## config.mk

```make
export PLATFORM = sky130hd
export DESIGN_NAME = split_coef_da
export DESIGN_NICKNAME = d
export VERILOG_FILES = /design/src/rtl/split_da_pkg.sv /design/src/rtl/split_da_rom.sv /design/src/rtl/split_da_merge.sv /design/src/rtl/split_coef_da.sv
export SDC_FILE = /design/constraint.sdc
export NUM_CORES = 1
export LEC_CHECK = 0
export ABC_CLOCK_PERIOD_IN_PS = 1550
export BUFFER_PORTS_ARGS = -buffer_cell sky130_fd_sc_hd__buf_2
export CAP_MARGIN = 15
export CORE_MARGIN = 4
export CORE_UTILIZATION = 45
export CTS_BUF_LIST = sky130_fd_sc_hd__clkbuf_8
export DETAILED_ROUTE_END_ITERATION = 10
export SYNTH_ARGS = -nofsm -noshare
export SYNTH_HDL_FRONTEND = slang
export SYNTH_SLANG_ARGS = --single-unit
```

## constraint.sdc

```tcl
create_clock -name clk -period 1.55 [get_ports clk]
set_input_delay 0.31 -clock clk [delete_from_list [all_inputs] [get_ports clk]]
set_output_delay 0.31 -clock clk [all_outputs]
set_load 0.02 [all_outputs]
```

## src/rtl/split_da_pkg.sv

```systemverilog
package split_da_pkg;

   // signed upper part of a coefficient above the split point
   function automatic int upper_part(input int coef, input int split);
      return coef >>> split;
   endfunction

   // unsigned lower part, split bits wide
   function automatic int lower_part(input int coef, input int split);
      return coef & ((1 << split) - 1);
   endfunction

endpackage

```

## src/rtl/split_da_rom.sv

```systemverilog
module split_da_rom #(
   parameter int NC          = 6,
   parameter int COEFS [NC]  = '{1, 2, 3, 4, 5, 6},
   parameter int BASE        = 0,
   parameter int TAPS        = 6,
   parameter int SPLIT       = 5,
   parameter bit UPPER       = 1'b1,
   parameter int WORD_W      = 8
) (
   input  logic [TAPS-1:0]   addr,
   output logic [WORD_W-1:0] word
);
   import split_da_pkg::*;

   localparam int DEPTH = 1 << TAPS;

   if (BASE + TAPS > NC) begin : g_bad_range
      $error("tap window exceeds coefficient count");
   end

   function automatic int entry(input int a);
      int acc;
      acc = 0;
      for (int i = 0; i < TAPS; i++) begin
         if (((a >> i) & 1) != 0) begin
            if (UPPER) acc += upper_part(COEFS[BASE+i], SPLIT);
            else       acc += lower_part(COEFS[BASE+i], SPLIT);
         end
      end
      return acc;
   endfunction

   logic [WORD_W-1:0] table_q [DEPTH];

   for (genvar a = 0; a < DEPTH; a++) begin : g_entry
      localparam int VAL = entry(a);
      assign table_q[a] = VAL[WORD_W-1:0];
   end

   assign word = table_q[addr];

endmodule

```

## src/rtl/split_da_merge.sv

```systemverilog
module split_da_merge #(
   parameter int HI_W   = 6,
   parameter int LO_W   = 8,
   parameter int SPLIT  = 5,
   parameter int OUT_W  = 11,
   parameter int HI_MIN = -32,
   parameter int HI_MAX = 31,
   parameter int LO_MAX = 255
) (
   input  logic                    clk,
   input  logic                    rst_n,
   input  logic                    vld_in,
   input  logic signed [HI_W-1:0]  hi_in,
   input  logic [LO_W-1:0]         lo_in,
   output logic                    vld_out,
   output logic signed [OUT_W-1:0] sum_out
);
   logic signed [OUT_W-1:0] hi_x;
   logic signed [OUT_W-1:0] lo_x;
   logic signed [OUT_W-1:0] sum_d;

   always_comb begin
      hi_x  = OUT_W'(hi_in);
      lo_x  = $signed(OUT_W'(lo_in));
      sum_d = (hi_x <<< SPLIT) + lo_x;
   end

   always_ff @(posedge clk or negedge rst_n) begin
      if (!rst_n) begin
         vld_out <= 1'b0;
         sum_out <= '0;
      end else begin
         vld_out <= vld_in;
         if (vld_in) sum_out <= sum_d;
      end
   end


   valid_follow_chk: assert property (@(posedge clk) disable iff (!rst_n)
      vld_in |=> vld_out);

   idle_hold_chk: assert property (@(posedge clk) disable iff (!rst_n)
      !vld_in |=> (!vld_out && $stable(sum_out)));

   lower_range_chk: assert property (@(posedge clk) disable iff (!rst_n)
      vld_in |-> (int'(lo_in) <= LO_MAX));

   upper_range_chk: assert property (@(posedge clk) disable iff (!rst_n)
      vld_in |-> (int'(hi_in) >= HI_MIN && int'(hi_in) <= HI_MAX));

endmodule

```

## src/rtl/split_coef_da.sv

```systemverilog
module split_coef_da #(
   parameter int N_TAPS           = 6,
   parameter int COEF_W           = 8,
   parameter int LOW_W            = 5,
   parameter int GROUP_A          = 6,
   parameter int COEFS [N_TAPS]   = '{23, -53, -108, -79, 55, 127},
   localparam int LOG_N           = $clog2(N_TAPS),
   localparam int OUT_W           = LOG_N + COEF_W
) (
   input  logic                    clk,
   input  logic                    rst_n,
   input  logic                    in_valid,
   input  logic [N_TAPS-1:0]       in_bits,
   output logic                    out_valid,
   output logic signed [OUT_W-1:0] out_sum
);
   import split_da_pkg::*;

   localparam int HI_W  = LOG_N + COEF_W - LOW_W;
   localparam int LO_W  = LOG_N + LOW_W;
   localparam int N_GRP = (GROUP_A >= N_TAPS) ? 1 : (N_TAPS + GROUP_A - 1) / GROUP_A;
   localparam int GRP_T = (GROUP_A >= N_TAPS) ? N_TAPS : GROUP_A;

   function automatic int upper_bound(input bit want_max);
      int acc;
      acc = 0;
      for (int i = 0; i < N_TAPS; i++) begin
         int p;
         p = upper_part(COEFS[i], LOW_W);
         if (want_max ? (p > 0) : (p < 0)) acc += p;
      end
      return acc;
   endfunction

   localparam int HI_MIN = upper_bound(1'b0);
   localparam int HI_MAX = upper_bound(1'b1);
   localparam int LO_MAX = N_TAPS * ((1 << LOW_W) - 1);

   // elaboration-time parameter checks
   if (LOW_W <= 0 || LOW_W >= COEF_W) begin : g_bad_split
      $error("LOW_W must lie strictly between 0 and COEF_W");
   end
   if (GROUP_A < 1) begin : g_bad_group
      $error("GROUP_A must be at least 1");
   end
   for (genvar i = 0; i < N_TAPS; i++) begin : g_coef_chk
      if (COEFS[i] < -(1 << (COEF_W-1)) || COEFS[i] >= (1 << (COEF_W-1))) begin : g_wide
         $error("coefficient does not fit COEF_W");
      end
   end

   // upper-part table, one or several tap groups
   logic signed [HI_W-1:0] grp_word [N_GRP];
   logic signed [HI_W-1:0] hi_word;

   for (genvar g = 0; g < N_GRP; g++) begin : g_upper
      localparam int BASE = g * GRP_T;
      localparam int TAPS = (N_TAPS - BASE < GRP_T) ? (N_TAPS - BASE) : GRP_T;
      logic [HI_W-1:0] w;
      split_da_rom #(
         .NC(N_TAPS), .COEFS(COEFS), .BASE(BASE), .TAPS(TAPS),
         .SPLIT(LOW_W), .UPPER(1'b1), .WORD_W(HI_W)
      ) u_rom (
         .addr(in_bits[BASE +: TAPS]),
         .word(w)
      );
      assign grp_word[g] = $signed(w);
   end

   if (N_GRP == 1) begin : g_hi_single
      assign hi_word = grp_word[0];
   end else begin : g_hi_sum
      always_comb begin
         hi_word = '0;
         for (int g = 0; g < N_GRP; g++) hi_word = hi_word + grp_word[g];
      end
   end

   // lower-part table
   logic [LO_W-1:0] lo_word;

   split_da_rom #(
      .NC(N_TAPS), .COEFS(COEFS), .BASE(0), .TAPS(N_TAPS),
      .SPLIT(LOW_W), .UPPER(1'b0), .WORD_W(LO_W)
   ) u_lower (
      .addr(in_bits),
      .word(lo_word)
   );

   // stage 1: registered lookup
   logic                   s1_vld;
   logic signed [HI_W-1:0] s1_hi;
   logic [LO_W-1:0]        s1_lo;

   always_ff @(posedge clk or negedge rst_n) begin
      if (!rst_n) begin
         s1_vld <= 1'b0;
         s1_hi  <= '0;
         s1_lo  <= '0;
      end else begin
         s1_vld <= in_valid;
         if (in_valid) begin
            s1_hi <= hi_word;
            s1_lo <= lo_word;
         end
      end
   end

   // stage 2: shift and add
   split_da_merge #(
      .HI_W(HI_W), .LO_W(LO_W), .SPLIT(LOW_W), .OUT_W(OUT_W),
      .HI_MIN(HI_MIN), .HI_MAX(HI_MAX), .LO_MAX(LO_MAX)
   ) u_merge (
      .clk(clk),
      .rst_n(rst_n),
      .vld_in(s1_vld),
      .hi_in(s1_hi),
      .lo_in(s1_lo),
      .vld_out(out_valid),
      .sum_out(out_sum)
   );


   lookup_valid_chk: assert property (@(posedge clk) disable iff (!rst_n)
      in_valid |=> s1_vld);

endmodule

```

; Yosys cells after proc, flatten, opt, wreduce, memory -nomap -nowiden
; Memories as Yosys holds them, arrays and structs flattened. A register that Yosys moved wholly into a read port is not among the register bits.
; Cells that the tools add are included.
[totals]
mem_bits_ro = 896
output_inout_bits = 12
reg_bits = 13
memories = 2
[memory_table]
columns = memory, depth, word_bits, read_ports, rd_ports_with_merged_regs, write_ports, line
row1 = (name not given), 64, 8, 1, 1, 0, split_da_rom.sv:40  ; assign word = table_q[addr];
row2 = (name not given), 64, 6, 1, 1, 0, split_da_rom.sv:40
[op_classes]
n_addsub = 1
bitwise = 1
n_reduce_logical = 2
[op_table]
columns = operator, n
row1 = 11-bit by 9-bit adder with 11-bit output, 1
row2 = 6-bit inverter with 7-bit output, 1
row3 = 1-bit zero test, 2

; Longest topological paths before layout
[depth]
ltp_word = 1
mapped_depth = 8
mapped_depth_nobuf = 6

; Hierarchy
; A second synthesis with hierarchy kept.
[unflattened]
cells_unflattened = 215
hier_area_um2 = 2049.5
[by_module_without_submodules]
columns = mod, seq_area_each_um2, area_per_inst_um2, cells_each, n_inst
row1 = split_da_rom (u_lower), 0.0, 709.4, 108, 1
row2 = split_da_merge, 300.3, 581.8, 47, 1
row3 = split_coef_da, 375.4, 544.3, 30, 1
row4 = split_da_rom (g_upper[0].u_rom), 0.0, 214.0, 30, 1

; Worst setup path after synthesis
; No wires, ideal clock.
[synth_path]
path_kind = input to register
from = input port in_bits[2]
to = register s1_hi[2]
t_required_ns = 1.425
setup_slack_ns = -0.448
path_stages = 7
setup_ns = 0.125
n_path_buf = 2
arrival_time_ns = 1.874
cell_sequence = buf_6 > buf_2 > inv_1 > ha_1 > mux2_2 > a221o_1 > mux2_2
[synth_via]
elab_chain_len = 1
[synth_lines]
columns = element, line
row1 = from (decl), split_coef_da.sv:13  ; input logic [N_TAPS-1:0] in_bits,
row2 = 6-bit inverter with 7-bit output (not written as such), split_da_rom.sv:40
row3 = to (decl), split_coef_da.sv:92  ; logic signed [HI_W-1:0] s1_hi;
; No other way between the ends.
; A chain may end at the register's enable or synchronous reset.

; Worst setup path in the final report
[layout_path]
from = input port in_bits[1]
to = register s1_hi[2]
; The elaborated chain is that of the path after synthesis.

==> results.txt <==
CP Class - in -> reg
DRT iter0 DRCs - 94
Leading cell types in the layout, fill and taps excluded - buf_4 (27), dfrtp_1 (25), buf_2 (19), nand2_1 (18)
Clock Sinks - 25
Pwr Total - 1.95 mW
Post-synthesis cell type count - 48
Grt total ovfl - 0
ANT cells - 0
Leak - 0.985 nW
Multiplexer area fraction after synthesis - 12.0%
Ports - 21
Critical-path cell list - buf_6, clkinvlp_4, ha_4, mux2_4, a221o_1, mux2_4
Vias in the first global route - 1499
Synth Area in Adders - 9.97%
Worst-case clock buffer depth - 2
R2r worst-path depth - 5
Via count - 1561
Switching share of power - 33.5%
XOR/XNOR Fraction of Synth Area - 3.35%
Largest net degree at the start of global routing - 26
Compound-Gate Fraction of Synth Area - 18.6%
EDFF count, synth - 0
Worst path required time - 1700 ps
Min cycle time layout - 1540 ps
Detail Route Antenna Nets - 0
#FFs+latches synth - 25
Post-CTS Hold Buffers - 0
Mapped Nets - 220
Num CTS Buffers - 3
Slew headroom - 62.5%
Worst Path Max Fanout - 4
Final Hold Fails - 0
CP Capture Type - flop
GRT Total Usage - 16.4%
Fin nets - 258
Clock Power Share - 18.9%
Register-to-register setup slack - 100 ps
DR DRC count - 0
Per-cell routed wire length - 14.8 um
First-pass GRT wire length - 7.00 mm
Worst path most repeated cell - mux2_4
Sequential share of power - 44.1%
Gate power share - 37.0%
Antenna violations before repair - 0
Die extent in y - 71.8 um
H-Tree Depth - 1
Gate Count Post-Synth - 197
Simple-Gate Fraction of Synth Area - 16.0%
Status - finished, final reports clean
Root Buffer - clkbuf_8
Max incr delay on CP - 310 ps
Post-Syn Area - 0.00183 sq mm
Routed wire length - 4.16 mm
Insertion delay to the later sink of the worst-skew pair - 260 ps
Most common cell after layout, fill and taps aside - buf_4
Drt first pass iters - 5
Clk pin slew, worst setup/hold paths - 80 ps
Critical Path AT - 1690 ps
P&R area growth vs syn - 23.0%
CP Launch Type - input pin
Rows - 22
Avg Inst Size Synth - 9.30 sq um
# placed instances - 278
CTS tree - yes
Via density - 5.54
Fin. max-slew vios - 0
Crit path max-delay cell type - ha_4
Cell internal pwr - 1.30 mW
PortBufs - 20
Worst hold margin - 23.1 ps
Largest family of logic cells by synthesized area - compound AO/OA/AOI/OAI gates
Chip width - 71.8 um
Initial Util - 48.2%
Ys Warns - 0
Worst Hold Class - in -> async
Post-DP HPWL - 3.23 mm
Die area - 0.00516 sq mm
Fmax - 650 MHz
Layout Skew - 0.838 ps
Synth Flop Type - dfrtp_1
Post-synth ARST share - 100%
Core box area - 0.00380 sq mm
Worst r2r src - s1_hi[0]
Switching power - 652 uW
Layout cells sized above 1 - 33.3%
Sum Neg Setup Slack - 0 ps
RSZ-0062 raised after global routing - true
Finished Layout Cells - 282
Postcts setup bufs - 0
Period utilization - 99.2%
Pwr dens - 864 mW/mm^2
Register area share after synthesis - 34.2%
GP Congestion - 0.909
Max Cap Viol - 0
Worst Tran Pin Value - 562 ps
Worst r2r dst - u_merge.sum_out[9]
Peak supply drop - 354 uV
Final setup fails - 0
[what timing repair did]
action | CTS | global route
endpoints found under the hold margin | 0 | 0
gates resized for setup | 1 | 8
endpoints found under the setup margin | 3 | 6
pin swaps | 1 | 3
[registers in the layout (all words and copies together), names as in the netlist]
register	cells
s1_vld	1
u_merge.sum_out	11
s1_lo	7
s1_hi	5
u_merge.vld_out	1
[kinds of logic after synthesis]
| logic type | count (synthesis) |
|---|---|
| AND/OR/NAND/NOR | 59 |
| buffers and inverters | 23 |
| AO/OA/AOI/OAI | 50 |
| adder cells (fa/ha/maj) | 14 |
| flip-flops | 25 |
| multiplexers | 19 |
| XOR/XNOR | 7 |
[per-stage QoR]
| step | util [%] | worst slack [ps] | area [sq um] |
|---|---|---|---|
| final | 59.3 | 12.4 | 2250 |
| after global routing | 59.3 | -8.00 | 2250 |
| after CTS | 58.6 | 11.5 | 2230 |
| after detailed placement | 57.2 | -315 | 2170 |
| after global placement | 57.2 | -299 | 2170 |
| after floorplan | - | -239 | 1880 |
[area by class of cell]
type,count,area [sq um]
clock inverters,1,5.00
well taps,48,60.1
flip-flops and latches,25,626
multi-input cells,149,1160
clock buffers,3,41.3
inverters,8,36.3
fillers,346,1550
repair buffers,48,329
[layer usage]
metal	part of all wire, %	wire length [um]	GRT usage (%)
met4	0.65	27	4.59
met2	49	2040	27.8
met1	47	1970	22.6
met3	3.0	126	0.982
met5	0	0	0
[worst max path at each step]
stage / startpoint / end / slack (ps) / cells after the start
final: in_bits[1] / s1_hi[2] / 10 / 6
after global routing: in_bits[1] / s1_hi[2] / -8 / 6
after CTS: in_bits[1] / s1_hi[2] / 10 / 6
after detailed placement: in_bits[1] / s1_hi[2] / -320 / 6
after global placement: in_bits[1] / s1_hi[2] / -300 / 6
after floorplan: in_bits[2] / s1_hi[2] / -240 / 7
[synth_stat cells, drive strengths merged, types with 2 or more instances]
cell type  count  share of area (%)
nand3b         5                2.0
a31o           2               0.96
a31oi          4                1.4
a311oi         2               0.96
o311ai         2               0.96
inv            7                1.4
clkbuf         5                1.2
nor2b          9                3.1
dfrtp         25                 34
a21oi         14                3.8
buf           10                3.1
o31ai          2               0.82
o21ai          6                1.6
ha            13                8.9
nand3          4                1.1
mux2          13                8.0
xor2           2               0.96
or2            2               0.68
nor2          14                2.9
mux2i          5                2.7
nand2         18                3.7
xnor2          5                2.4
o21a           2               0.82
o211ai         4                1.6
nand2b         4                1.4
[worst max-delay path, delay by kind of cell]
kind	cells	cell delay (ps)
compound gates	1	310
fa+ha+maj	1	310
buf+inv	2	210
mux	2	540
[power groups by stage]
stage,clock (mW),sequential (mW),combinational (mW)
6_report,0.368,0.859,0.721
5_1_grt,0.415,0.875,0.793
4_1_cts,0.384,0.860,0.713
3_5_place_dp,0,0.874,0.710
3_3_place_gp,0,0.866,0.694
2_1_floorplan,0,0.949,0.381
Power figures use the tool's default switching activity.
